$ cat config.mk
export PLATFORM = sky130hd
export DESIGN_NAME = flash_psplit
export DESIGN_NICKNAME = d
export VERILOG_FILES = /design/src/rtl/flash_psplit_pkg.sv /design/src/rtl/psplit_chunk.sv /design/src/rtl/psplit_poll_ctr.sv /design/src/rtl/flash_psplit.sv
export SDC_FILE = /design/constraint.sdc
export NUM_CORES = 1
export LEC_CHECK = 0
export BUFFER_PORTS_ARGS = -buffer_cell sky130_fd_sc_hd__buf_2
export CAP_MARGIN = 20
export CELL_PAD_IN_SITES_DETAIL_PLACEMENT = 2
export CELL_PAD_IN_SITES_GLOBAL_PLACEMENT = 2
export CORE_MARGIN = 5
export CORE_UTILIZATION = 39
export CTS_BUF_LIST = sky130_fd_sc_hd__clkbuf_2
export CTS_CLUSTER_DIAMETER = 60
export DETAILED_ROUTE_END_ITERATION = 10
export GPL_ROUTABILITY_DRIVEN = 0
export HOLD_SLACK_MARGIN = 0.08
export PLACE_DENSITY_LB_ADDON = 0.05
export SYNTH_ARGS = -nofsm -noshare
export SYNTH_HDL_FRONTEND = slang
export SYNTH_HIERARCHICAL = 1
export SYNTH_SLANG_ARGS = --single-unit
$ cat constraint.sdc
create_clock -name clk -period 10.9 [get_ports clk]
set_clock_uncertainty 0.2 [all_clocks]
set_input_delay 0.545 -clock clk [delete_from_list [all_inputs] [get_ports clk]]
set_output_delay 0.545 -clock clk [all_outputs]
set_load 0.005 [all_outputs]
$ cat src/rtl/flash_psplit_pkg.sv
// Shared types and frame opcodes for the page program splitter.
// Assumes a byte-level link below that frames bytes by a last flag.
package flash_psplit_pkg;

    typedef enum logic [3:0] {
        ST_IDLE,
        ST_ENTER,
        ST_POLL,
        ST_PWAIT,
        ST_WREN,
        ST_HDR,
        ST_DATA,
        ST_WRDI,
        ST_EXIT,
        ST_DONE
    } seq_state_t;

    localparam logic [7:0] OP_PROG  = 8'h02;
    localparam logic [7:0] OP_WRDI  = 8'h04;
    localparam logic [7:0] OP_STAT  = 8'h05;
    localparam logic [7:0] OP_WREN  = 8'h06;
    localparam logic [7:0] OP_WIDE  = 8'hB7;
    localparam logic [7:0] OP_NARW  = 8'hE9;

endpackage

$ cat src/rtl/psplit_chunk.sv
// Computes the byte count of the next program chunk: the room left in
// the current page, clipped to the remaining count.
// Assumes PAGE_BYTES is a power of two and LEN_W exceeds its log2.
module psplit_chunk #(
    parameter int ADDR_W     = 32,
    parameter int LEN_W      = 24,
    parameter int PAGE_BYTES = 256
) (
    input  logic [ADDR_W-1:0] addr,
    input  logic [LEN_W-1:0]  remain,
    output logic [LEN_W-1:0]  chunk_len
);
    localparam int OFF_W = $clog2(PAGE_BYTES);

    logic [LEN_W-1:0] room;

    // Room to the end of the page, then clip to what is left.
    always_comb begin
        room      = LEN_W'(PAGE_BYTES) - LEN_W'(addr[OFF_W-1:0]);
        chunk_len = (remain < room) ? remain : room;
    end
endmodule

$ cat src/rtl/psplit_poll_ctr.sv
// Counts busy status replies within one poll sequence and flags the
// reply that would reach the limit.
// Assumes LIMIT is at least 2.
module psplit_poll_ctr #(
    parameter int LIMIT = 4000000
) (
    input  logic clk,
    input  logic rst_n,
    input  logic clear,
    input  logic bump,
    output logic at_limit
);
    localparam int CNT_W = $clog2(LIMIT + 1);

    logic [CNT_W-1:0] cnt;

    // Busy reply counter, cleared at the start of each sequence.
    always_ff @(posedge clk) begin
        if (!rst_n || clear) cnt <= '0;
        else if (bump)       cnt <= cnt + 1'b1;
    end

    // The next busy reply is the last one allowed.
    assign at_limit = (cnt == CNT_W'(LIMIT - 1));
endmodule

$ cat src/rtl/flash_psplit.sv
// Splits one flash write request into page-bounded program frames,
// each preceded by a status poll and wrapped in enable/disable frames.
// Assumes the link returns exactly one reply byte per read frame and
// that ADDR_W is 32 so the wide address form carries four bytes.
module flash_psplit
    import flash_psplit_pkg::*;
#(
    parameter int ADDR_W     = 32,
    parameter int LEN_W      = 24,
    parameter int PAGE_BYTES = 256,
    parameter int POLL_LIMIT = 4000000
) (
    input  logic              clk,
    input  logic              rst_n,
    input  logic              start,
    input  logic [ADDR_W-1:0] start_addr,
    input  logic [LEN_W-1:0]  length,
    input  logic              wr_valid,
    input  logic [7:0]        wr_data,
    output logic              wr_ready,
    output logic              tx_valid,
    output logic [7:0]        tx_data,
    output logic              tx_last,
    output logic              tx_rd,
    input  logic              tx_ready,
    input  logic              rx_valid,
    input  logic [7:0]        rx_byte,
    output logic              busy,
    output logic              done,
    output logic              err
);
    localparam int SUM_W    = ADDR_W + 1;
    localparam int WIDE_BIT = 24;

    seq_state_t        state;
    logic [ADDR_W-1:0] cur_addr;
    logic [LEN_W-1:0]  remain;
    logic [LEN_W-1:0]  chunk_left;
    logic [LEN_W-1:0]  chunk_len;
    logic [2:0]        hdr_idx;
    logic [2:0]        hdr_last;
    logic              wide_q;
    logic              err_q;
    logic              fire;
    logic              poll_clear;
    logic              poll_bump;
    logic              poll_at_limit;
    logic [SUM_W-1:0]  end_addr;
    logic              wide_req;
    logic              in_data;
    logic              in_pwait;

    psplit_chunk #(
        .ADDR_W(ADDR_W), .LEN_W(LEN_W), .PAGE_BYTES(PAGE_BYTES)
    ) chunk_i (
        .addr(cur_addr), .remain(remain), .chunk_len(chunk_len)
    );

    psplit_poll_ctr #(.LIMIT(POLL_LIMIT)) poll_i (
        .clk(clk), .rst_n(rst_n), .clear(poll_clear),
        .bump(poll_bump), .at_limit(poll_at_limit)
    );

    // Wide form is needed when the request's last byte reaches 16 MiB.
    always_comb begin
        end_addr = {1'b0, start_addr} + SUM_W'(length) - 1'b1;
        wide_req = |end_addr[SUM_W-1:WIDE_BIT];
    end

    assign hdr_last = wide_q ? 3'd4 : 3'd3;
    assign fire     = tx_valid && tx_ready;
    assign in_data  = (state == ST_DATA);
    assign in_pwait = (state == ST_PWAIT);
    assign busy     = (state != ST_IDLE) && (state != ST_DONE);
    assign done     = (state == ST_DONE);
    assign err      = done && err_q;

    // Poll counter control: clear per sequence, bump on busy replies.
    always_comb begin
        poll_clear = (state == ST_IDLE) ||
                     (in_pwait && rx_valid && !rx_byte[0]);
        poll_bump  = in_pwait && rx_valid && rx_byte[0] && !poll_at_limit;
    end

    // Frame byte and handshake outputs for the current state.
    always_comb begin
        tx_valid = 1'b0;
        tx_data  = 8'h00;
        tx_last  = 1'b0;
        tx_rd    = 1'b0;
        wr_ready = 1'b0;
        unique case (state)
            ST_ENTER: begin tx_valid = 1'b1; tx_data = OP_WIDE; tx_last = 1'b1; end
            ST_POLL:  begin tx_valid = 1'b1; tx_data = OP_STAT; tx_last = 1'b1; tx_rd = 1'b1; end
            ST_WREN:  begin tx_valid = 1'b1; tx_data = OP_WREN; tx_last = 1'b1; end
            ST_HDR: begin
                tx_valid = 1'b1;
                if (hdr_idx == 3'd0) tx_data = OP_PROG;
                else tx_data = 8'(cur_addr >> {hdr_last - hdr_idx, 3'b000});
            end
            ST_DATA: begin
                tx_valid = wr_valid;
                tx_data  = wr_data;
                tx_last  = (chunk_left == LEN_W'(1));
                wr_ready = tx_ready;
            end
            ST_WRDI:  begin tx_valid = 1'b1; tx_data = OP_WRDI; tx_last = 1'b1; end
            ST_EXIT:  begin tx_valid = 1'b1; tx_data = OP_NARW; tx_last = 1'b1; end
            default:  begin end
        endcase
    end

    // Sequencer: request capture, per-chunk steps, pointer update.
    always_ff @(posedge clk) begin
        if (!rst_n) begin
            state      <= ST_IDLE;
            cur_addr   <= '0;
            remain     <= '0;
            chunk_left <= '0;
            hdr_idx    <= '0;
            wide_q     <= 1'b0;
            err_q      <= 1'b0;
        end else begin
            unique case (state)
                ST_IDLE: if (start) begin
                    err_q <= 1'b0;
                    if (length == '0) begin
                        state <= ST_DONE;
                    end else begin
                        cur_addr <= start_addr;
                        remain   <= length;
                        wide_q   <= wide_req;
                        state    <= wide_req ? ST_ENTER : ST_POLL;
                    end
                end
                ST_ENTER: if (fire) state <= ST_POLL;
                ST_POLL:  if (fire) state <= ST_PWAIT;
                ST_PWAIT: if (rx_valid) begin
                    if (!rx_byte[0]) state <= ST_WREN;
                    else if (poll_at_limit) begin
                        err_q <= 1'b1;
                        state <= ST_DONE;
                    end else state <= ST_POLL;
                end
                ST_WREN: if (fire) begin
                    hdr_idx    <= '0;
                    chunk_left <= chunk_len;
                    state      <= ST_HDR;
                end
                ST_HDR: if (fire) begin
                    if (hdr_idx == hdr_last) state <= ST_DATA;
                    else hdr_idx <= hdr_idx + 1'b1;
                end
                ST_DATA: if (fire) begin
                    chunk_left <= chunk_left - 1'b1;
                    if (chunk_left == LEN_W'(1)) begin
                        cur_addr <= cur_addr + ADDR_W'(chunk_len);
                        remain   <= remain - chunk_len;
                        state    <= ST_WRDI;
                    end
                end
                ST_WRDI: if (fire) begin
                    if (remain != '0)  state <= ST_POLL;
                    else if (wide_q)   state <= ST_EXIT;
                    else               state <= ST_DONE;
                end
                ST_EXIT: if (fire) state <= ST_DONE;
                ST_DONE: state <= ST_IDLE;
                default: state <= ST_IDLE;
            endcase
        end
    end
endmodule

## Yosys cells after proc, flatten, opt, wreduce, memory -nomap -nowiden

Cells that the tools add are included.

| word-level totals | value |
|---|---|
| register bits | 111 |
| output and inout bits | 15 |
| logic and storage cells | 126 |
| input port bits | 78 |

| cells by class | value |
|---|---|
| bitwise operators | 1 |
| reductions and logical operators | 30 |
| muxes and demuxes | 48 |
| magnitude comparators | 1 |
| shift operators | 1 |
| equal/unequal tests | 28 |
| $add $sub $neg | 9 |

Operators with widths:

| kind | number |
|---|---|
| $mux W24 | 7 |
| $mux W32 | 4 |
| $pmux W24 S2 | 2 |
| $pmux W32 S2 | 1 |
| $mux W4 | 15 |
| $pmux W8 S7 | 1 |
| $pmux W4 S9 | 1 |
| $add A32 B24 Y33 | 1 |
| $sub A33 B1 Y33 const B | 1 |
| $add A32 B24 Y32 | 1 |
| $shr A32 B6 Y8 | 1 |
| $ne A2 B2 Y1 const B | 14 |
| $eq A24 B1 Y1 const B | 1 |
| $logic_not A24 Y1 | 1 |
| $lt A24 B24 Y1 | 1 |
| $reduce_bool A24 Y1 | 1 |
| $sub A24 B1 Y24 const B | 1 |
| $sub A24 B24 Y24 | 1 |
| $add A22 B1 Y22 const B | 1 |
| $eq A22 B22 Y1 const B | 1 |
| $eq A4 B3 Y1 const B | 4 |
| $mux W3 | 4 |
| $reduce_and A11 Y1 | 1 |
| $reduce_and A5 Y1 | 2 |
| 27 further kinds | 50 |

## Logic depth before layout (Yosys ltp)

| depth | value |
|---|---|
| word-level depth | 7 |
| mapped depth | 23 |
| depth with buffers taken out | 23 |

## Hierarchy

Netlist, hierarchy kept.

Modules (own cells, without submodules):

| module | times used | area an instance (sq um) | sequential area each (sq um) | cells each |
|---|---|---|---|---|
| flash_psplit | 1 | 9405.3 | 1781.7 | 1294 |
| psplit_poll_ctr | 1 | 1062.3 | 440.4 | 127 |
| psplit_chunk | 1 | 588.1 | 0.0 | 74 |

## Worst setup path after synthesis

OpenSTA, ideal clock, no wires.

| path | value |
|---|---|
| kind | register to register |
| start point | register cur_addr[4] |
| end point | register cur_addr[30] |
| data arrival time | 4.761 ns |
| cell stages (with the launch flop) | 23 |
| setup slack | 5.820 ns |
| clock period less this slack | 5.080 ns |
| required time | 10.580 ns |
| path buffers | 0 |
| library setup time | 0.120 ns |
| path through | dfxtp_1 nor4_1 nand2_1 xnor2_1 ha_1 and3_1 a221o_1 a21oi_4 o21a_4 mux2_4 ha_1 inv_1 fa_1 nor2b_1 o21a_1 o21ai_0 a21oi_1 o211ai_1 a31oi_1 o21ai_0 a31oi_1 a21oi_1 a211o_1 |

| between the ends | value |
|---|---|
| cells in the longest elaborated chain, start to end | 7 |

Ends and longest elaborated chain:

| item | line | source |
|---|---|---|
| start: declaration | flash_psplit.sv:36 | `logic [ADDR_W-1:0] cur_addr;` |
| start signal: assignment | flash_psplit.sv:130 | `cur_addr <= start_addr;` |
| start signal: assignment | flash_psplit.sv:157 | `cur_addr <= cur_addr + ADDR_W'(chunk_len);` |
| $sub A9 B8 Y10 | psplit_chunk.sv:19 | `room = LEN_W'(PAGE_BYTES) - LEN_W'(addr[OFF_W-1:0]);` |
| $lt A24 B24 Y1 | psplit_chunk.sv:20 | `chunk_len = (remain < room) ? remain : room;` |
| $mux W24 | psplit_chunk.sv:20 |  |
| net chunk_len[0] | flash_psplit.sv:39 | `logic [LEN_W-1:0] chunk_len;` |
| $add A32 B24 Y32 | flash_psplit.sv:157 |  |
| $mux W32 | flash_psplit.sv:156 | `if (chunk_left == LEN_W'(1)) begin` |
| $mux W32 | flash_psplit.sv:154 | `ST_DATA: if (fire) begin` |
| $pmux W32 S2 | flash_psplit.sv:124 | `unique case (state)` |

The timed path passes the listed nets, and every way through them passes these cells. The select of a mux whose other input is x is not followed.
A chain may end at the register's enable or synchronous reset.

## Worst setup path after layout

Ends and elaborated chain as after synthesis.

==> reports/results.md <==
| Parameter | Value |
|---|---|
| IO Port Bufs | 85 |
| Largest net degree at the start of global routing | 94 |
| Share of synthesized area occupied by flip-flops and latches | 0.201 |
| Area of combinational cells with multiple inputs | 7940 um2 |
| Peak clock frequency supported by timing | 0.147 GHz |
| Total design power | 2.14 mW |
| Number of gates resized after CTS | 0 |
| Initial standard-cell utilization of the core | 0.397 |
| Detailed Routing Iterations Pass 1 | 5 |
| Leading cell types in the layout, fill and taps excluded | inv_1 (156), a21oi_1 (128), nand2_1 (122), ha_1 (116), o21ai_0 (112) |
| Yosys synthesis warning count | 6 |
| Die Height | 178 um |
| Worst-Margin Slew | 1.12 ns |
| Number of DRC markers after the initial detailed-route iteration | 537 |
| EDFF count, synth | 0 |
| Maxcap violations | 0 |
| CTS Buf Count | 9 |
| # Post-CTS Setup Buffers | 0 |
| Most common flop cell mapped by yosys | dfxtp_1 |
| Total power density per cell area | 172 nW/um2 |
| Fraction of final layout cells with drive strength greater than 1 | 0.0979 |
| Worst slew slack as a fraction of its limit | 0.248 |
| CP max stage delay | 0.61 ns |
| Startpoint of the most critical register-to-register path | cur_addr[4] |
| Hold bufs inserted after CTS | 53 |
| Final-stage net count | 1787 |
| Post-placement setup slack | 4.42 ns |
| Number of vias per cell after detailed routing | 6.01 |
| Vias after detailed routing | 11900 |
| Length in cells of the worst reg-to-reg path | 22 |
| Ordered cell list for the critical path | nor4_1 > nand2_1 > or3_1 > ha_1 > nor4_1 > nand4_1 > a21oi_4 > o21a_4 > mux2_4 > ha_1 > inv_1 > fa_1 > nor2b_1 > o21a_1 > o21ai_0 > a21oi_1 > o211ai_1 > a31oi_1 > o21ai_0 > a31oi_1 > a21oi_1 > a211o_1 |
| R2r endpoint | cur_addr[30] |
| Final cell utilization of the core | 0.445 |
| Antenna violations before repair | 4 |
| Placeable core region | 27900 um2 |
| Capturing element type of the critical path | register |
| Filler cell count in the final layout | 3287 |
| Final-report max-slew violation count | 0 |
| Total instance count after detailed placement | 1902 |
| Area of the die | 31800 um2 |
| Leakage power | 5.52 nW |
| Count of endpoints failing setup in the final report | 0 |
| IO Pins | 93 |
| Class of the tightest hold or removal check | in -> reg |
| Final global-route overflow total | 0 |
| Maximum fanout count along the critical path | 9 |
| Critical Path Stages | 22 |
| Flip-flop and latch area | 2220 um2 |
| Clock Tree Buf Depth | 2 |
| Non-filler cells in the finished layout | 1978 |
| Sink count of the clock tree | 111 |
| Cell variety after synth | 85 |
| Commonest non-fill, non-tap cell in the layout | inv_1 |
| Depth of the CTS H-tree | 3 |
| Crit-path leading delay family | compound AO/OA/AOI/OAI gates |
| Critical path endpoint | cur_addr[30] |
| Detailed-route wire length per cell | 22.7 um |
| Dpl hpwl | 32900 um |
| Setup TNS | 0 ns |
| Status | finished clean |
| Wire length of the first global-routing pass | 70100 um |
| Critical path arrival | 7.28 ns |
| RSZ-0062 raised after global routing | no |
| Min cycle time layout | 6.78 ns |
| Startpoint kind of the worst setup timing path | register |
| Synthesis-to-layout area growth | 12.1% |
| Total GRT Usage | 0.280 |
| Post-route clock period utilization | 0.622 |
| Number of placement rows | 61 |
| Start point of the critical path | cur_addr[4] |
| Routed WL | 45000 um |
| Vias in the first global route | 12800 |
| Area of the mapped netlist | 11100 um2 |
| Clock transition at path regs | 0.38 ns |
| Buf/Inv on CP | 1 |
| Max rail drop VDD | 117 uV |
| Final Hold Vio Count | 0 |
| Count of antenna-violating nets left after detailed routing | 0 |
| TritonCTS clock tree | built |
| Root Driver | clkbuf_2 |
| Worst setup path category | reg -> reg |
| Final setup margin | 4.12 ns |
| Horiz. Die Dim | 178 um |
| Latest clock arrival within the worst-skew pair | 0.73 ns |
| Count of state elements after synthesis | 111 |
| Number of standard cells after synthesis | 1495 |
| R2R Setup Slk | 4.12 ns |
| Asr flop ratio synth | 0 |
| Post-detailed-route DRC marker count | 0 |
| Synthesized area divided by synthesized cell count | 7.40 um2 |
| Slowest cell on the critical path | a31oi_1 |
| CP Data Required Time | 11.40 ns |
## layout make-up
class,count,share of cell area
diodes,6,0.00121
clock buffers,9,0.00363
multi-input cells,1163,0.641
repair buffers,148,0.0836
well taps,378,0.0382
flip-flops and latches,111,0.179
clock inverters,6,0.00606
inverters,157,0.0475
## per-stage QoR
step                      area [um2]  hold slack [ns]
after floorplan                11100            0.246
after global placement         11700            0.281
after detailed placement       11700            0.292
after CTS                      12400           0.0866
after global routing           12400            0.106
final                          12400            0.143
## logic make-up after synthesis
| family | share of synthesized area |
|---|---|
| simple gates | 0.225 |
| compound gates | 0.278 |
| buf+inv | 0.0874 |
| fa+ha+maj | 0.137 |
| flops | 0.201 |
| xor+xnor | 0.0452 |
| mux | 0.0263 |
| other cells | 0.000339 |
## worst register-to-register path, cell delays in order (launching register included)
cell and delay [ns]:
dfxtp_1 0.52, nor4_1 0.43, nand2_1 0.15, or3_1 0.37, ha_1 0.21, nor4_1 0.39
nand4_1 0.28, a21oi_4 0.32, o21a_4 0.24, mux2_4 0.23, ha_1 0.20, inv_1 0.08
fa_1 0.40, nor2b_1 0.17, o21a_1 0.15, o21ai_0 0.15, a21oi_1 0.28, o211ai_1 0.21
a31oi_1 0.54, o21ai_0 0.21, a31oi_1 0.61, a21oi_1 0.15, a211o_1 0.30
## state kept, by name (all words and copies together) (netlist names)
signal / count
chunk_left: 24
cur_addr: 32
err_q: 1
hdr_idx: 3
poll_i/cnt: 22
remain: 24
state: 4
wide_q: 1
## cells in the mapped netlist, types with 7 or more instances
| cell type | count | area share |
|---|---|---|
| inv_1 | 156 | 0.053 |
| a21oi_1 | 128 | 0.058 |
| nand2_1 | 122 | 0.041 |
| ha_1 | 116 | 0.13 |
| o21ai_0 | 112 | 0.051 |
| dfxtp_1 | 111 | 0.20 |
| nor2_1 | 107 | 0.036 |
| clkbuf_1 | 47 | 0.016 |
| xnor2_1 | 39 | 0.031 |
| nor3_1 | 38 | 0.017 |
| nand3_1 | 36 | 0.016 |
| nor4_1 | 35 | 0.020 |
| o211ai_1 | 32 | 0.022 |
| a21o_1 | 27 | 0.018 |
| o211a_1 | 24 | 0.022 |
| a211oi_1 | 21 | 0.014 |
| nor2b_1 | 19 | 0.011 |
| a31oi_1 | 18 | 0.010 |
| buf_4 | 18 | 0.012 |
| xor2_1 | 18 | 0.014 |
| and2_1 | 17 | 0.0096 |
| and3_1 | 17 | 0.0096 |
| nand2b_1 | 15 | 0.0085 |
| nand4_1 | 15 | 0.0085 |
| nor3b_1 | 14 | 0.0095 |
| o21a_1 | 12 | 0.0081 |
| o31ai_1 | 12 | 0.0081 |
| o22ai_1 | 11 | 0.0062 |
| or3_1 | 11 | 0.0062 |
| a21boi_0 | 8 | 0.0054 |
| mux2i_1 | 8 | 0.0072 |
| mux4_2 | 8 | 0.016 |
| a22oi_1 | 7 | 0.0048 |
| a32oi_1 | 7 | 0.0055 |
| or2_2 | 7 | 0.0040 |
## how the worst min path moves through the flow
stage / slack, ns / depth (start not counted) / end / startpoint
global placement: 0.28 / 2 / poll_i/cnt[21] / poll_i/cnt[21]
finish: 0.14 / 4 / remain[23] / length[23]
global route: 0.11 / 4 / remain[5] / length[5]
floorplan: 0.25 / 1 / cur_addr[29] / cur_addr[29]
detailed placement: 0.29 / 1 / err_q / err_q
CTS: 0.09 / 4 / remain[23] / length[23]
## layer usage
layer,wire length (um),GRT usage,vias to the layer above
met5,0,0,-
met4,1680,0.109,0
met3,1710,0.0377,82
met2,22600,0.508,256
met1,19000,0.334,5977
li1,-,-,5571
## report_power, final
part	switching, mW	internal, mW	total, mW
combinational	0.795	0.528	1.32
sequential	0.115	0.465	0.580
clock	0.175	0.0568	0.232
total	1.09	1.05	2.14
No activity file was read; power rests on OpenSTA's default activity.
